<file path="src/rtl/sreg_pkg.sv">
package sreg_pkg;

    localparam int unsigned DEF_STAGES = 21;

    // Decoded action for one serial clock edge.
    typedef enum logic [1:0] {
        ACT_IDLE  = 2'b00,
        ACT_SHIFT = 2'b01,
        ACT_LOAD  = 2'b10
    } edge_act_e;

    typedef struct packed {
        edge_act_e act;
        logic      win_q;   // enable seen low on the previous edge
    } ctl_t;

    // Decide what the current edge does from the sampled enable and
    // the window flag recorded on the previous edge.
    function automatic edge_act_e decode_edge(input logic en_n, input logic win_q);
        if (!en_n)
            return ACT_SHIFT;
        else if (win_q)
            return ACT_LOAD;
        else
            return ACT_IDLE;
    endfunction

endpackage

</file>
<file path="src/rtl/sreg_ctl.sv">
module sreg_ctl
    import sreg_pkg::*;
(
    input  logic clk,
    input  logic rst,
    input  logic en_n,
    output ctl_t ctl
);

    logic win_q;

    always_ff @(posedge clk) begin
        if (rst)
            win_q <= 1'b0;
        else
            win_q <= ~en_n;
    end

    always_comb begin
        ctl.win_q = win_q;
        ctl.act   = decode_edge(en_n, win_q);
    end

endmodule

</file>
<file path="src/rtl/sreg_chain.sv">
module sreg_chain
    import sreg_pkg::*;
#(
    parameter int unsigned NSTAGE = DEF_STAGES
) (
    input  logic              clk,
    input  logic              rst,
    input  ctl_t              ctl,
    input  logic              din,
    output logic [NSTAGE-1:0] stages,
    output logic              dout
);

    localparam int unsigned LAST = NSTAGE - 1;

    logic [NSTAGE-1:0] sh_q;

    // Stage 1 is bit 0; each stage takes the one below it on a shift.
    for (genvar g = 0; g < NSTAGE; g++) begin : g_stage
        logic nxt;
        if (g == 0) begin : g_head
            assign nxt = din;
        end else begin : g_body
            assign nxt = sh_q[g-1];
        end

        always_ff @(posedge clk) begin
            if (rst)
                sh_q[g] <= 1'b0;
            else if (ctl.act == ACT_SHIFT)
                sh_q[g] <= nxt;
        end
    end

    assign stages = sh_q;
    assign dout   = sh_q[LAST];

endmodule

</file>
<file path="src/rtl/sreg_active.sv">
module sreg_active
    import sreg_pkg::*;
#(
    parameter int unsigned NSTAGE = DEF_STAGES
) (
    input  logic              clk,
    input  logic              rst,
    input  ctl_t              ctl,
    input  logic [NSTAGE-1:0] shadow,
    output logic [NSTAGE-1:0] word,
    output logic              upd
);

    logic [NSTAGE-1:0] word_q;
    logic              upd_q;

    always_ff @(posedge clk) begin
        if (rst) begin
            word_q <= '0;
            upd_q  <= 1'b0;
        end else begin
            upd_q <= (ctl.act == ACT_LOAD);
            if (ctl.act == ACT_LOAD)
                word_q <= shadow;
        end
    end

    assign word = word_q;
    assign upd  = upd_q;

endmodule

</file>
<file path="src/rtl/sreg_cfg_port.sv">
module sreg_cfg_port
    import sreg_pkg::*;
#(
    parameter int unsigned NSTAGE = DEF_STAGES
) (
    input  logic              sclk,
    input  logic              rst,
    input  logic              sdi,
    input  logic              sen_n,
    output logic              sdo,
    output logic [NSTAGE-1:0] cfg_q,
    output logic              cfg_upd
);

    ctl_t              ctl;
    logic [NSTAGE-1:0] shadow;

    sreg_ctl u_ctl (
        .clk (sclk),
        .rst (rst),
        .en_n(sen_n),
        .ctl (ctl)
    );

    sreg_chain #(.NSTAGE(NSTAGE)) u_chain (
        .clk   (sclk),
        .rst   (rst),
        .ctl   (ctl),
        .din   (sdi),
        .stages(shadow),
        .dout  (sdo)
    );

    sreg_active #(.NSTAGE(NSTAGE)) u_active (
        .clk   (sclk),
        .rst   (rst),
        .ctl   (ctl),
        .shadow(shadow),
        .word  (cfg_q),
        .upd   (cfg_upd)
    );

endmodule

</file>
<file path="config.mk">
export PLATFORM = sky130hd
export DESIGN_NAME = sreg_cfg_port
export DESIGN_NICKNAME = d
export VERILOG_FILES = /design/src/rtl/sreg_pkg.sv /design/src/rtl/sreg_ctl.sv /design/src/rtl/sreg_chain.sv /design/src/rtl/sreg_active.sv /design/src/rtl/sreg_cfg_port.sv
export SDC_FILE = /design/constraint.sdc
export NUM_CORES = 1
export LEC_CHECK = 0
export ABC_CLOCK_PERIOD_IN_PS = 1100
export BUFFER_PORTS_ARGS = -buffer_cell sky130_fd_sc_hd__clkbuf_2
export CORE_UTILIZATION = 51
export CTS_CLUSTER_DIAMETER = 150
export CTS_CLUSTER_SIZE = 14
export DETAILED_ROUTE_END_ITERATION = 8
export PLACE_DENSITY = 0.74
export SYNTH_ARGS = -nofsm -noshare
export SYNTH_HDL_FRONTEND = slang
export SYNTH_HIERARCHICAL = 1
export SYNTH_SLANG_ARGS = --single-unit
</file>
<file path="constraint.sdc">
create_clock -name sclk -period 1.1 [get_ports sclk]
set_input_delay 0.275 -clock sclk [delete_from_list [all_inputs] [get_ports sclk]]
set_output_delay 0.275 -clock sclk [all_outputs]
set_load 0.05 [all_outputs]
</file>
* Word-level counts from Yosys, hierarchy flattened *
Index checks and enable logic that the tools add are counted.
W data, S select, Z words.

storage, ports and cells
  bits of input ports = 4
  output and inout bits = 23
  logic and storage cells = 29
  flip-flop bits (word level) = 44

operators by class
  eq/ne operators = 2
  muxes and demuxes = 2
  bitwise logic cells = 1

operators by type and width
  kind                  count
  $mux W2               2
  $eq A2 B1 Y1 const B  1
  $eq A2 B2 Y1 const B  1
  $not A1 Y1            1

* Logic depth before layout (Yosys ltp) *
Gate-level depths: netlist of the first run.

  depth in word-level cells = 3
  depth in mapped cells = 5
  gate-level depth less buffers = 3

* Cells and area by module *
Netlist of the first run, hierarchy kept.

modules (own cells, without submodules)
  module       cells an instance  sequential area each (um^2)  times used  area an instance (um^2)
  sreg_chain   91                 420.4                        1           984.7
  sreg_active  97                 440.4                        1           979.7
  sreg_ctl     5                  20.0                         1           41.3

* Least setup slack after synthesis of the first run *
No wires, ideal clock.

  kind = register to register
  start = register u_ctl.win_q
  end = register u_chain.sh_q[9] (netlist: u_chain/g_stage[10].nxt)
  library setup time = 0.072 ns
  buffers on the path = 2
  setup slack = -0.057 ns
  data arrival time = 1.085 ns
  period minus slack after synthesis = 1.157 ns
  stages on the path, launching flop included = 6
  data required time = 1.028 ns
  path through = dfxtp_1 > and2_1 > nand2b_4 > buf_6 > buf_12 > mux2i_1

RTL lines
  item                            RTL line          source
  start: declaration              sreg_ctl.sv:10    logic win_q;
  start signal: assignment        sreg_ctl.sv:16    win_q <= ~en_n;
  end signal: indexed assignment  sreg_chain.sv:31  sh_q[g] <= nxt;
  end: declaration                sreg_chain.sv:16  logic [NSTAGE-1:0] sh_q;

* Final worst setup path of the first run *
  start = register u_chain.sh_q[20] (netlist: u_chain/dout)
  end = output port sdo

RTL lines
  item              RTL line             source
  end: declaration  sreg_cfg_port.sv:10  output logic sdo,

No word-level cell between the ends.

==> impl_metrics.py, run 1 <==
metrics = {
    "outcome": {
        "status": "complete, no violations",
    },
    "floorplan": {
        "die_w_um": 64.6,
        "rows": 22,
        "die_y_um": 64.6,
        "core_um2": 3720,
        "ios": 27,
        "die_area_um2": 4170,
        "start_util": 0.538,
    },
    "hold_path": {
        "hold_path_class": "in -> reg",
        "holdPathStages": 2,
    },
    "final_layout": {
        "antenna_cells": 0,
        "mostFrequentLayoutCells": "nand2b_1 (42), buf_8 (23), dfxtp_2 (23)",
        "final_cells": 254,
        "fillCellCount": 252,
        "layout_commonest_cell": "nand2b_1",
        "layout-drive-gt1-share": 0.369,
        "areaGrowthSynthToFinish_pct": 24.6,
        "nets": 210,
    },
    "setup_path": {
        "critPathMaxFanout": 3,
        "reg2reg_setup_slack_ns": 0.01,
        "slowest_delay_ns": 0.37,
        "reg2regPathDepth": 4,
        "required_ns": 0.82,
        "critPathLaunchType": "register",
        "crit_chain": "buf_8",
        "crit_path_end_kind": "primary output",
        "crit_cells": 1,
        "critPathSlowestCell": "dfxtp_4",
        "crit_arrival_ns": 0.81,
        "critPathTopFamily": "flip-flops",
        "critical_path_class": "reg -> out",
        "path_buf_inv": 1,
    },
    "route": {
        "wl_per_cell_um": 14.4,
        "ant_nets": 0,
        "drc": 0,
        "routed_wl_um": 3650,
        "via_per_inst": 5.23,
        "first_pass_iters": 4,
        "initialDrtViolationCount": 75,
        "num_vias": 1328,
    },
    "clock_network": {
        "cts_sinks": 44,
        "cts_buffers": 5,
        "clk_path_buf_depth": 2,
        "postCtsHoldBufs": 0,
        "clock_latency_ns": 0.30,
        "htree_num_levels": 2,
        "path_clk_slew_ns": 0.08,
        "cts_root_buffer": "clkbuf_8",
        "cts_tree": "yes",
    },
    "sta": {
        "fin_hold_ws_ns": 0.151,
        "min_period_over_period": 0.988,
        "skew_ns": 0.00379,
        "fmax_ghz": 0.920,
        "setup_violations": 0,
        "tightest_slew_ns": 0.155,
        "fin_crit_ns": 1.09,
        "slew_headroom": 0.894,
        "hold_violations": 0,
        "slew_violations": 0,
        "rsz0062_at_grt": "true",
    },
    "placement": {
        "place_inst": 241,
        "gp_congestion": 0.741,
        "dp_hpwl_um": 2340,
        "portBuffers": 26,
    },
    "power_and_ir_drop": {
        "power_density_nw_per_um2": 1120,
        "max-vdd-ir-drop_mv": 0.675,
        "p_leak_nw": 0.982,
    },
    "global_route": {
        "grt_pass1_vias": 1299,
        "antenna_found_initial": 0,
        "grt_first_pass_wirelength_um": 6090,
        "track_usage": 0.198,
        "grt-ovfl-total": 0,
        "grt_max_degree": 35,
    },
    "yosys": {
        "yosysWarnings": 6,
        "synthCells": 192,
        "postSynthNetCount": 196,
        "synth_area_um2": 2000,
        "synth.avg_cell_area_um2": 10.4,
    },
    "run": {
        "maxCapViolCount": 0,
    },
}
-- registers in the layout (all words and copies together) (netlist names) --
register             flops
u_chain/dout             1
u_chain/g_stage.nxt     20
u_ctl/win_q              1
u_active/word           21
u_active/upd             1
-- power breakdown --
part | leakage (nW) | internal (W) | total, W | switching (W)
Clock | 0.0410 | 0.000431 | 0.000940 | 0.000509
Combinational | 0.573 | 0.000144 | 0.000245 | 0.000101
Sequential | 0.367 | 0.00160 | 0.00160 | 0.00000355
Total | 0.982 | 0.00217 | 0.00278 | 0.000613
-- metrics by stage --
stage | setup slack [ns] | utilization | total power, W | setup TNS (ns) | cell area [µm²]
after floorplan | 0.0252 | - | 0.00180 | 0 | 2000
after global placement | -0.0566 | 0.553 | 0.00183 | -0.755 | 2060
after detailed placement | -0.113 | 0.553 | 0.00184 | -1.86 | 2060
after CTS | -0.0314 | 0.649 | 0.00279 | -0.0314 | 2410
after global routing | -0.0142 | 0.670 | 0.00289 | -0.0791 | 2490
final | 0.0133 | 0.670 | 0.00278 | 0 | 2490
-- layer usage --
layer	wire (µm)	vias to the layer above	GRT usage
met5	0	-	0
met4	83	0	0.117
met3	189	7	0.0423
met2	1760	36	0.316
met1	1620	624	0.246
li1	-	661	-
-- final timing paths --
kind,startpoint,to
hold / removal,sen_n,u_ctl/win_q
setup reg to reg,u_ctl/win_q,u_chain/g_stage[15].nxt
hold reg to reg,u_active/word[8],u_active/word[8]
setup / recovery,u_chain/dout,sdo
-- worst reg2reg max path: stages (launching register included) --
cell and delay, ns:
dfxtp_2 0.31, and2_4 0.15, nand2b_4 0.19, buf_12 0.14
mux2i_1 0.21
-- area by class of cell --
cell class	instances	area (µm²)	area share
timing repair buffer	42	564	0.227
tap	48	60.1	0.0241
clock buffer	6	72.6	0.0291
clock inverter	1	5.00	0.00201
multi-input combinational	112	871	0.350
sequential	44	913	0.367
inverter	1	3.75	0.00151
-- repair_timing --
item | 4_1_cts | 5_1_grt
setup buffers | 3 | 2
pin swaps | 0 | 1
cloned | 0 | 1
gates resized for setup | 68 | 28
hold endpoints to repair | 0 | 0
endpoints found under the setup margin | 38 | 34
(Power assumes the default switching activity.)
==> inputs of run 2 (changes only) <==
- CORE_UTILIZATION: 51 -> 49
- PLACE_DENSITY: 0.74 -> 0.72
- SYNTH_HIERARCHICAL: 1 -> not set
==> run 2 against run 1 <==
Effect of this change: the run now ends with setup timing left; clock skew increased by 0.0046 ns; count of clock-buffer cells in the layout unchanged; routed wire length decreased by 12%; global-route usage decreased by 0.75 points; setup slack got worse by 0.057 ns; combinational power decreased by 32%; first-iteration DRC count decreased by 45%; clock power increased by 2%; area after synthesis decreased by 11%; non-clock buffer count decreased by 3.
==> impl_metrics.py, run 2 <==
metrics = {
    "sta": {
        "tightest_slew_ns": 0.211,
        "min_period_over_period": 1.04,
        "fin_crit_ns": 1.14,
        "fmax_ghz": 0.874,
        "rsz0062_at_grt": "true",
        "hold_violations": 0,
        "slew_violations": 0,
        "slew_headroom": 0.860,
        "fin_hold_ws_ns": 0.190,
        "skew_ns": 0.00837,
        "setup_violations": 22,
        "worst_slack_ns": -0.0441,
    },
    "route": {
        "ant_nets": 0,
        "wl_per_cell_um": 13.1,
        "first_pass_iters": 4,
        "routed_wl_um": 3200,
        "via_per_inst": 5.13,
        "initialDrtViolationCount": 41,
        "drc": 0,
        "num_vias": 1257,
    },
    "power_and_ir_drop": {
        "max-vdd-ir-drop_mv": 0.703,
        "p_leak_nw": 0.943,
        "report.power.total_w": 0.00273,
        "power_density_nw_per_um2": 1170,
    },
    "final_layout": {
        "final_cells": 245,
        "antenna_cells": 0,
        "multiInputGateArea_um2": 758,
        "nets": 202,
        "mostFrequentLayoutCells": "nor2_1 (23), dfxtp_2 (23)",
        "layout-drive-gt1-share": 0.442,
        "finalInstanceArea_um2": 2330,
        "areaGrowthSynthToFinish_pct": 31.7,
        "fillCellCount": 260,
        "largest_reg_flops": 21,
        "regArea_um2": 910,
    },
    "yosys": {
        "yosysWarnings": 0,
        "synth.avg_cell_area_um2": 10.5,
        "yosysSeqAreaShare": 0.498,
        "postSynthNetCount": 173,
        "synthCells": 169,
        "synth_area_leader_cell": "dfxtp_1",
        "synth_edf_count": 0,
        "synth_area_leaders": "dfxtp_1 (50%), mux2i_1 (12%), a21bo_1 (6.8%)",
        "yosysMostFrequentCell": "dfxtp_1",
        "synth_cell_type_count": 13,
        "synthArstFlopShare": 0,
        "yosys.area.top_type_share": 0.498,
        "synth_area_um2": 1770,
        "synth-seq-cells": 44,
        "synth-main-ff-cell": "dfxtp_1",
        "ys_top_cells_by_count": "dfxtp_1 (44), nor2_1 (23), mux2i_1 (21), nand3_1 (21), a21bo_1 (12)",
    },
    "setup_path": {
        "critPathTopFamily": "flip-flops",
        "critPathMaxFanout": 2,
        "critPathSlowestCell": "dfxtp_2",
        "critical_path_class": "reg -> out",
        "required_ns": 0.82,
        "path_buf_inv": 1,
        "crit_path_end_kind": "primary output",
        "slowest_delay_ns": 0.36,
        "crit_arrival_ns": 0.87,
        "crit_chain": "clkbuf_16",
        "critPathLaunchType": "register",
    },
    "global_route": {
        "grt-ovfl-total": 0,
        "track_usage": 0.191,
        "antenna_found_initial": 0,
        "grt_first_pass_wirelength_um": 5200,
        "grt_max_degree": 45,
        "grt_pass1_vias": 1181,
    },
    "hold_path": {
        "hold_path_class": "in -> reg",
    },
    "run": {
        "maxCapViolCount": 0,
    },
    "clock_network": {
        "cts_root_buffer": "clkbuf_4",
        "cts_buffers": 5,
        "clock_latency_ns": 0.34,
        "htree_num_levels": 2,
        "clk_path_buf_depth": 2,
        "cts_sinks": 44,
        "cts_tree": "yes",
        "path_clk_slew_ns": 0.12,
    },
    "floorplan": {
        "start_util": 0.522,
        "die_y_um": 62.1,
        "die_w_um": 62.1,
        "ios": 27,
        "core_um2": 3390,
        "die_area_um2": 3860,
        "rows": 21,
    },
    "placement": {
        "gp_congestion": 0.686,
        "portBuffers": 26,
        "place_inst": 229,
        "place_area_um2": 1910,
    },
    "outcome": {
        "failed_checks": "setup timing",
        "status": "complete, but fails checks",
    },
}
run 2: kinds of logic after synthesis:
family,Yosys count,share of synthesized area
AOI/OAI and AO/OA,42,0.199
buffers and inverters,17,0.0736
DFF,44,0.498
muxes,21,0.119
and+or+nand+nor,45,0.110
run 2: layer usage:
metal / wire length, µm / up-vias / GRT usage / part of all wire
met5: 0 / - / 0 / 0
met4: 25 / 0 / 0.0857 / 0.0078
met3: 152 / 2 / 0.0745 / 0.048
met2: 1700 / 28 / 0.322 / 0.53
met1: 1320 / 584 / 0.212 / 0.41
li1: - / 643 / - / -
run 2: final timing paths:
check | start | to | slack [ns] | cells past startpoint
max | u_active.word[13] | cfg_q[13] | -0.04 | 1
min | sdi | u_chain.g_stage[1].nxt | 0.19 | 3
max reg2reg | u_ctl.win_q | u_active.word[10] | 0.17 | 3
min reg2reg | u_chain.g_stage[18].nxt | u_active.word[17] | 0.49 | 2
run 2: power by group:
| part | total [W] | internal, W | leakage, nW | switching (W) |
|---|---|---|---|---|
| clock | 0.000958 | 0.000477 | 0.0422 | 0.000481 |
| sequential | 0.00161 | 0.00160 | 0.367 | 0.00000738 |
| combinational | 0.000166 | 0.0000616 | 0.534 | 0.000104 |
run 2: per-stage QoR:
stage	utilization	TNS [ns]	setup slack, ns
2_1_floorplan	-	0	0.0465
3_3_place_gp	0.565	0	0.0832
3_5_place_dp	0.565	0	0.0373
4_1_cts	0.680	-1.35	-0.0701
5_1_grt	0.687	-1.85	-0.114
6_report	0.687	-0.557	-0.0441
run 2: final cells by class:
cell class,count,area share
Sequential cell,44,0.390
Clock inverter,2,0.0150
Timing Repair Buffer,39,0.227
Clock buffer,6,0.0177
Tap cell,46,0.0247
Multi-Input combinational cell,108,0.325
run 2: timing repair:
action / CTS / global route
hold buffers: 0 / 0
resized for setup: 71 / 21
cloned: 0 / 0
buffers inserted: 8 / 0
pin swaps: 0 / 0
endpoints found under the setup margin: 23 / 23
